--- config.mk ---
export PLATFORM = sky130hd
export DESIGN_NAME = serial_adc_reader
export DESIGN_NICKNAME = d
export VERILOG_FILES = /design/src/rtl/adc_rd_pkg.sv /design/src/rtl/adc_rd_timer.sv /design/src/rtl/adc_rd_shifter.sv /design/src/rtl/serial_adc_reader.sv
export SDC_FILE = /design/constraint.sdc
export NUM_CORES = 1
export LEC_CHECK = 0
export CAP_MARGIN = 20
export CORE_UTILIZATION = 55
export DETAILED_ROUTE_END_ITERATION = 6
export DONT_BUFFER_PORTS = 1
export MAX_ROUTING_LAYER = met4
export PLACE_DENSITY = 0.79
export SKIP_CTS_REPAIR_TIMING = 1
export SLEW_MARGIN = 5
export SYNTH_ARGS = -nofsm -noshare
export SYNTH_HDL_FRONTEND = slang
export SYNTH_SLANG_ARGS = --single-unit
--- constraint.sdc ---
create_clock -name clk -period 2.7 [get_ports clk]
set_clock_uncertainty 0.05 [all_clocks]
set_input_delay 0.54 -clock clk [delete_from_list [all_inputs] [get_ports clk]]
set_output_delay 0.54 -clock clk [all_outputs]
set_load 0.05 [all_outputs]
--- src/rtl/adc_rd_pkg.sv ---
package adc_rd_pkg;

    typedef enum logic [2:0] {
        ST_IDLE  = 3'd0,
        ST_SETUP = 3'd1,
        ST_HIGH  = 3'd2,
        ST_LOW   = 3'd3,
        ST_CONV  = 3'd4
    } rd_state_e;

    // Pin levels driven toward the converter
    typedef struct packed {
        logic cs_n;
        logic sclk;
    } adc_pins_t;

    localparam adc_pins_t PINS_IDLE = '{cs_n: 1'b1, sclk: 1'b0};

    // Width able to hold the largest of four counts
    function automatic int unsigned cnt_width(input int unsigned a,
                                              input int unsigned b,
                                              input int unsigned c,
                                              input int unsigned d);
        int unsigned m;
        m = a;
        if (b > m) m = b;
        if (c > m) m = c;
        if (d > m) m = d;
        return (m < 2) ? 1 : $clog2(m + 1);
    endfunction

endpackage

--- src/rtl/adc_rd_timer.sv ---
module adc_rd_timer #(
    parameter int unsigned W = 8
) (
    input  logic         clk,
    input  logic         rst,
    input  logic         load,
    input  logic [W-1:0] load_val,
    output logic         zero
);
    logic [W-1:0] cnt;

    always_ff @(posedge clk) begin
        if (rst) begin
            cnt <= '0;
        end else if (load) begin
            cnt <= load_val;
        end else if (cnt != '0) begin
            cnt <= cnt - 1'b1;
        end
    end

    assign zero = (cnt == '0);
endmodule

--- src/rtl/adc_rd_shifter.sv ---
module adc_rd_shifter #(
    parameter int unsigned W = 8
) (
    input  logic         clk,
    input  logic         rst,
    input  logic         en,
    input  logic         din,
    output logic [W-1:0] word
);
    always_ff @(posedge clk) begin
        if (rst) begin
            word <= '0;
        end else if (en) begin
            word <= {word[W-2:0], din};
        end
    end
endmodule

--- src/rtl/serial_adc_reader.sv ---
module serial_adc_reader
    import adc_rd_pkg::*;
#(
    parameter int unsigned BITS      = 8,
    parameter int unsigned SETUP_CYC = 3,
    parameter int unsigned HI_CYC    = 2,
    parameter int unsigned LO_CYC    = 2,
    parameter int unsigned CONV_CYC  = 20
) (
    input  logic            clk,
    input  logic            rst,
    input  logic            rd_req,
    input  logic            adc_sdo,
    output logic            adc_cs_n,
    output logic            adc_sclk,
    output logic [BITS-1:0] rd_data,
    output logic            rd_valid,
    output logic            rd_stale
);
    localparam int unsigned CW = cnt_width(SETUP_CYC, HI_CYC, LO_CYC, CONV_CYC);
    localparam int unsigned BW = $clog2(BITS + 1);
    localparam logic [CW-1:0] LD_SETUP = CW'(SETUP_CYC - 1);
    localparam logic [CW-1:0] LD_HI    = CW'(HI_CYC - 1);
    localparam logic [CW-1:0] LD_LO    = CW'(LO_CYC - 1);
    localparam logic [CW-1:0] LD_CONV  = CW'(CONV_CYC - 1);
    localparam logic [BW-1:0] LAST_BIT = BW'(BITS - 1);

    rd_state_e       state;
    adc_pins_t       pins;
    logic [BW-1:0]   bit_idx;
    logic            pend;
    logic            seen;
    logic            start;
    logic            last_bit;
    logic            tmr_load;
    logic [CW-1:0]   tmr_val;
    logic            tmr_zero;
    logic            shift_en;
    logic [BITS-1:0] sh_word;

    assign start    = rd_req | pend;
    assign last_bit = (bit_idx == LAST_BIT);
    assign adc_cs_n = pins.cs_n;
    assign adc_sclk = pins.sclk;

    adc_rd_timer #(.W(CW)) u_timer (
        .clk      (clk),
        .rst      (rst),
        .load     (tmr_load),
        .load_val (tmr_val),
        .zero     (tmr_zero)
    );

    adc_rd_shifter #(.W(BITS)) u_shift (
        .clk  (clk),
        .rst  (rst),
        .en   (shift_en),
        .din  (adc_sdo),
        .word (sh_word)
    );

    // Timer reload and capture decisions
    always_comb begin
        tmr_load = 1'b0;
        tmr_val  = '0;
        shift_en = 1'b0;
        unique case (state)
            ST_IDLE: begin
                if (start) begin
                    tmr_load = 1'b1;
                    tmr_val  = LD_SETUP;
                end
            end
            ST_SETUP, ST_LOW: begin
                if (tmr_zero) begin
                    tmr_load = 1'b1;
                    tmr_val  = LD_HI;
                end
            end
            ST_HIGH: begin
                if (tmr_zero) begin
                    shift_en = 1'b1;
                    tmr_load = 1'b1;
                    tmr_val  = last_bit ? LD_CONV : LD_LO;
                end
            end
            default: ;
        endcase
    end

    // Frame sequencer
    always_ff @(posedge clk) begin
        if (rst) begin
            state    <= ST_IDLE;
            pins     <= PINS_IDLE;
            bit_idx  <= '0;
            pend     <= 1'b0;
            seen     <= 1'b0;
            rd_data  <= '0;
            rd_valid <= 1'b0;
            rd_stale <= 1'b0;
        end else begin
            rd_valid <= 1'b0;
            rd_stale <= 1'b0;
            if (state == ST_IDLE) begin
                pend <= 1'b0;
            end else begin
                pend <= pend | rd_req;
            end
            unique case (state)
                ST_IDLE: begin
                    if (start) begin
                        state     <= ST_SETUP;
                        pins.cs_n <= 1'b0;
                        bit_idx   <= '0;
                    end
                end
                ST_SETUP, ST_LOW: begin
                    if (tmr_zero) begin
                        state     <= ST_HIGH;
                        pins.sclk <= 1'b1;
                    end
                end
                ST_HIGH: begin
                    if (tmr_zero) begin
                        pins.sclk <= 1'b0;
                        bit_idx   <= bit_idx + 1'b1;
                        if (last_bit) begin
                            state     <= ST_CONV;
                            pins.cs_n <= 1'b1;
                            rd_data   <= {sh_word[BITS-2:0], adc_sdo};
                            rd_valid  <= 1'b1;
                            rd_stale  <= ~seen;
                            seen      <= 1'b1;
                        end else begin
                            state <= ST_LOW;
                        end
                    end
                end
                ST_CONV: begin
                    if (tmr_zero) begin
                        state <= ST_IDLE;
                    end
                end
                default: state <= ST_IDLE;
            endcase
        end
    end

    // Observers for the properties below, independent of the sequencer
    logic [BW-1:0] mon_pulses;
    logic [CW-1:0] mon_hi_run;
    logic          mon_sclk_q;

    always_ff @(posedge clk) begin
        if (rst) begin
            mon_pulses <= '0;
            mon_hi_run <= CW'(CONV_CYC);
            mon_sclk_q <= 1'b0;
        end else begin
            mon_sclk_q <= adc_sclk;
            if (adc_cs_n) begin
                mon_pulses <= '0;
                if (mon_hi_run < CW'(CONV_CYC)) mon_hi_run <= mon_hi_run + 1'b1;
            end else begin
                mon_hi_run <= '0;
                if (adc_sclk && !mon_sclk_q) mon_pulses <= mon_pulses + 1'b1;
            end
        end
    end


    sclk_under_cs_chk: assert property (@(posedge clk) disable iff (rst)
        adc_sclk |-> !adc_cs_n);


    pulse_count_chk: assert property (@(posedge clk) disable iff (rst)
        rd_valid |-> (mon_pulses == BW'(BITS)));


    valid_single_chk: assert property (@(posedge clk) disable iff (rst)
        rd_valid |=> !rd_valid);


    valid_with_cs_rise_chk: assert property (@(posedge clk) disable iff (rst)
        rd_valid |-> $rose(adc_cs_n));


    conv_gap_chk: assert property (@(posedge clk) disable iff (rst)
        $fell(adc_cs_n) |-> (mon_hi_run >= CW'(CONV_CYC)));


    stale_with_valid_chk: assert property (@(posedge clk) disable iff (rst)
        rd_stale |-> rd_valid);


    data_hold_chk: assert property (@(posedge clk) disable iff (rst)
        !rd_valid |-> $stable(rd_data));

endmodule

# Word level (Yosys, flattened, before mapping)
# Index checks and enable logic that the tools add are counted.
[word_totals] wordCells=71 out_inout_bits=12 inputBits=4 register_bits=33
[op_classes] n_eq_ne=10 add_sub_neg=2 reduce_logical=16 n_mux=27 bitwise=5
[op_table] cell="two-way mux 5 bit" n=4
[op_table] cell="two-way mux 3 bit" n=5
[op_table] cell="case mux 5 bit (3 select lines)" n=1
[op_table] cell="case mux 3 bit (4 select lines)" n=1
[op_table] cell="inequality test 2 bit (second input constant)" n=5
[op_table] cell="AND reduction 3 bit" n=3
[op_table] cell="two-way mux 1 bit" n=8
[op_table] cell="two-way mux 4 bit" n=2
[op_table] cell="case mux 4 bit (2 select lines)" n=1
[op_table] cell="AND reduction 4 bit" n=2
[op_table] cell="== test 3 x 2 -> 1 bit (second input constant)" n=2
[op_table] cell="case mux 1 bit (2 select lines)" n=3
[op_table] cell="nonzero test 2 bit" n=3
[op_table] cell="OR reduction 3 bit" n=2
[op_table] cell="zero test 5 bit" n=1
[op_table] cell="nonzero test 5 bit" n=1
[op_table] cell="subtractor 5 x 1 -> 5 bit (second input constant)" n=1
[op_table] cell="adder 4 x 1 -> 4 bit (second input constant)" n=1
[op_table] cell="== test 4 x 3 -> 1 bit (second input constant)" n=1
[op_table] cell="two-way mux 2 bit" n=2
[op_table] cell="NOT 1 bit" n=4
[op_table] cell="OR reduction 2 bit" n=2
[op_table] cell="OR reduction 4 bit" n=1
[op_table] cell="== test 3 x 1 -> 1 bit (second input constant)" n=1
[op_table] cell="other kinds (3)" n=3

# Logic depth before layout (Yosys ltp)
[depth] ltp_word=5 ltp_mapped=7 mapped_depth_nobuf=5

# By module
# From an unflattened synthesis, not the netlist that was laid out.
[hier_totals] cells_unflattened=167 area_unflattened_um2=1508.9
[by_module_without_submodules] mod="serial_adc_reader" seq_area_each_um2=420.4 n_inst=1 area_each_um2=935.9 cells_per_inst=109
[by_module_without_submodules] mod="adc_rd_timer" seq_area_each_um2=100.1 n_inst=1 area_each_um2=287.8 cells_per_inst=32
[by_module_without_submodules] mod="adc_rd_shifter" seq_area_each_um2=160.2 n_inst=1 area_each_um2=285.3 cells_per_inst=26

# Worst setup path after synthesis
# No wires, ideal clock.
[synth_path] path_kind="reg2reg" from="register u_timer.cnt[0]" to="register bit_idx[3]" setup_time_ns=0.070 required_ns=2.580 stages_incl_launch_ff=7 synth_period_minus_slack_ns=1.895 path_buffers=1 setup_slack_ns=0.805 arrival_ns=1.775 cell_sequence="dfxtp_1 > inv_1 > ha_1 > or4b_1 > buf_2 > or4_1 > a21oi_1"
[synth_between] elab_chain_cells=3
[synth_rtl] element="start, declared" line_no="adc_rd_timer.sv:10" text="logic [W-1:0] cnt;"
[synth_rtl] element="start signal, assigned" line_no="adc_rd_timer.sv:16" text="cnt <= load_val;"
[synth_rtl] element="start signal, assigned" line_no="adc_rd_timer.sv:18" text="cnt <= cnt - 1'b1;"
[synth_rtl] element="zero test 5 bit" line_no="adc_rd_timer.sv:22" text="assign zero = (cnt == '0);"
[synth_rtl] element="inequality test 2 bit (no line)"
[synth_rtl] element="AND reduction 3 bit (no line)"
[synth_rtl] element="end signal, assigned" line_no="serial_adc_reader.sv:127" text="bit_idx <= bit_idx + 1'b1;"
[synth_rtl] element="end, declared" line_no="serial_adc_reader.sv:30" text="logic [BW-1:0] bit_idx;"
# No other way between the ends.
# A chain may end at the register's enable or synchronous reset.

# Worst setup path in the final report
[layout_path] from="register u_timer.cnt[0]" to="register bit_idx[2]"
# Same word-level chain as after synthesis.

==> flow_metrics.env <==
export IMPL_status="finished clean"
export IMPL_tns_ps=0
export IMPL_dp_cells=183
export IMPL_fin_crit_ps=2240
export IMPL_dp_hpwl_um=1930
export IMPL_cts_tree="yes"
export IMPL_ys_ff_latch=33
export IMPL_seqCellArea_um2=661
export IMPL_cts_buffers=5
export IMPL_cp_start_kind="flop"
export IMPL_syn_avg_cell_area_um2=8.99
export IMPL_fin_crit_sh_pct=82.9
export IMPL_grt_util_met1_pct=24.6
export IMPL_antenna_found_initial=0
export IMPL_portBuffers=0
export IMPL_pwr_share_clk_pct=18.9
export IMPL_cts_path_max_buffers=2
export IMPL_max_freq_mhz=447
export IMPL_worst_skew_pair_late_latency_ps=330
export IMPL_die_area_mm2=0.00286
export IMPL_final_cells=191
export IMPL_synth_top_area_share_pct=45.4
export IMPL_drt_drc_violations_left=0
export IMPL_hold_viol=0
export IMPL_met3_usage_pct=8.62
export IMPL_required_ps=2910
export IMPL_grt_util_all_layers_pct=22.7
export IMPL_critPathKind="flop to flop"
export IMPL_dr_pass1_iters=4
export IMPL_p_comb_share_pct=34.1
export IMPL_core_area_mm2=0.00250
export IMPL_clockRootBuffer="clkbuf_4"
export IMPL_seq_area_frac_synth_pct=45.4
export IMPL_num_io_pins=16
export IMPL_fin_util_pct=61.1
export IMPL_ir_worst_vdd_mv=0.688
export IMPL_p_per_area_mw_per_mm2=903
export IMPL_grt_max_degree=39
export IMPL_gp_congestion=0.873
export IMPL_drt_iter0_drc=21
export IMPL_htree_levels=2
export IMPL_via_per_inst=5.91
export IMPL_nFillCells=223
export IMPL_wl_um=2740
export IMPL_grt_most_used_layer="met2"
export IMPL_die_w_um=53.5
export IMPL_rsz0062_at_grt="no"
export IMPL_drtAntennaViolNets=0
export IMPL_setup_viol=0
export IMPL_synth_area_leader_cell="dfxtp_1"
export IMPL_slew_headroom_pct=63.2
export IMPL_grt_use_met2_pct=36.0
export IMPL_syn_to_final_growth_pct=4.81
export IMPL_grt_first_pass_wirelength_um=4370
export IMPL_critPathCaptureType="flop"
export IMPL_synthesis_area_mm2=0.00146
export IMPL_rows=18
export IMPL_critPathArrivalTime_ps=2450
export IMPL_total_power_w=0.00138
export IMPL_seq_power_share_pct=47.0
export IMPL_drv_cap=0
export IMPL_overflow=0
export IMPL_synth_cell_types=38
export IMPL_tightestPinTransition_ps=547
export IMPL_diodes=0
export IMPL_cts_sinks=33
export IMPL_nets=166
export IMPL_clkTransAtPathRegs_ps=100
export IMPL_hold_path_class="input port to flop"
export IMPL_synth_cells=162
export IMPL_power_leakage_nw=0.496
export IMPL_yosysWarnings=0
export IMPL_path_max_fanout=19
export IMPL_drv_slew=0
export IMPL_switching_share_pct=40.8
export IMPL_multi_input_area_um2=724
export IMPL_drive_above_1_share_pct=9.32
export IMPL_grt_pass1_vias=998
export IMPL_start_util_pct=58.3
export IMPL_die_y_um=53.5
export IMPL_netSwitchingPower_w=0.000562
export IMPL_synth_area_leaders="dfxtp_1 (45%), nand2b_1 (6.9%), mux2i_1 (5.5%)"
export IMPL_vias=1128
export IMPL_wl_per_cell_um=14.3
export IMPL_synth_nets=168
export IMPL_intPower_w=0.000816
state kept, by name, indices dropped and copies added, names as in the netlist, 3 cells and up:
register,flops
bit_idx,4
rd_data,8
state,3
u_timer.cnt,5
u_shift.word,7
metal layers:
metal,share of wire (%),up-vias
met2,49,30
li1,-,578
met1,44,513
met3,4.7,7
met5,0,-
met4,2.5,0
through the flow:
step                worst slack (ps)  instance area [µm²]  hold WS [ps]
floorplan                        805                 1460           348
global placement                 583                 1480           356
detailed placement               491                 1480           361
CTS                              474                 1530           199
global route                     359                 1530           189
finish                           461                 1530           214
cells in the final DEF, fill, tap and decap left out, types with 2 or more instances in the layout:
cell type / instances
nor2_1: 6
nand2_1: 2
nor3_1: 5
clkinv_2: 2
ha_1: 2
mux2i_1: 8
inv_1: 8
nand2b_1: 16
a21oi_1: 13
or4_1: 3
nand3_1: 11
a211oi_1: 2
dfxtp_1: 33
o31ai_1: 4
nand3b_1: 3
a21o_1: 2
nor3b_1: 2
buf_4: 3
clkbuf_4: 5
o21ai_0: 10
power groups by stage:
| stage | clock, W | combinational [W] | sequential [W] |
|---|---|---|---|
| finish | 0.000260 | 0.000470 | 0.000648 |
| global route | 0.000291 | 0.000526 | 0.000654 |
| CTS | 0.000267 | 0.000468 | 0.000645 |
| detailed placement | 0 | 0.000466 | 0.000657 |
| global placement | 0 | 0.000447 | 0.000652 |
| floorplan | 0 | 0.000397 | 0.000623 |
layout make-up:
| type | instances | share of cell area (%) |
|---|---|---|
| multi-input cells | 109 | 47.5 |
| clock buffers | 6 | 2.70 |
| inverters | 8 | 1.97 |
| repair buffers | 3 | 1.48 |
| well taps | 30 | 2.46 |
| clock inverters | 2 | 0.656 |
| flip-flops and latches | 33 | 43.3 |
cells in the mapped netlist, drive strengths merged:
cell / instances
a211o: 1
a211oi: 2
a21o: 2
a21oi: 13
a221o: 1
a2bb2oi: 1
a311oi: 1
and3: 1
buf: 2
clkbuf: 10
dfxtp: 33
ha: 2
inv: 8
mux2i: 8
nand2: 2
nand2b: 16
nand3: 11
nand3b: 3
nand4b: 1
nor2: 6
nor2b: 1
nor3: 5
nor3b: 2
nor4: 2
nor4b: 1
o211ai: 1
o21ai: 10
o21bai: 1
o311ai: 1
o31ai: 4
or2: 1
or2b: 1
or3: 1
or3b: 1
or4: 4
or4b: 1
xnor2: 1
worst max-delay path, cell delays in order, from the launching register on:
cell and delay (ps):
dfxtp_1 320, inv_1 110, ha_1 230, or4b_1 720, or4_1 560, a21oi_1 180
final timing paths:
| kind | startpoint | to | slack, ps | cells past startpoint |
|---|---|---|---|---|
| setup / recovery | u_timer.cnt[0] | bit_idx[2] | 460 | 5 |
| hold / removal | rst | u_shift.word[1] | 210 | 1 |
| setup reg to reg | u_timer.cnt[0] | bit_idx[2] | 460 | 5 |
| hold reg to reg | seen | rd_stale | 370 | 1 |
logic make-up after synthesis:
family	count (synthesis)	share of synthesized area, %
and+or+nand+nor	60	25.3
AOI/OAI and AO/OA	38	16.2
DFF	33	45.4
buffers and inverters	20	5.33
muxes	8	5.50
adders and majority gates	2	1.72
xor gates and xnor gates	1	0.601
No activity file was read; power rests on OpenSTA's default activity.
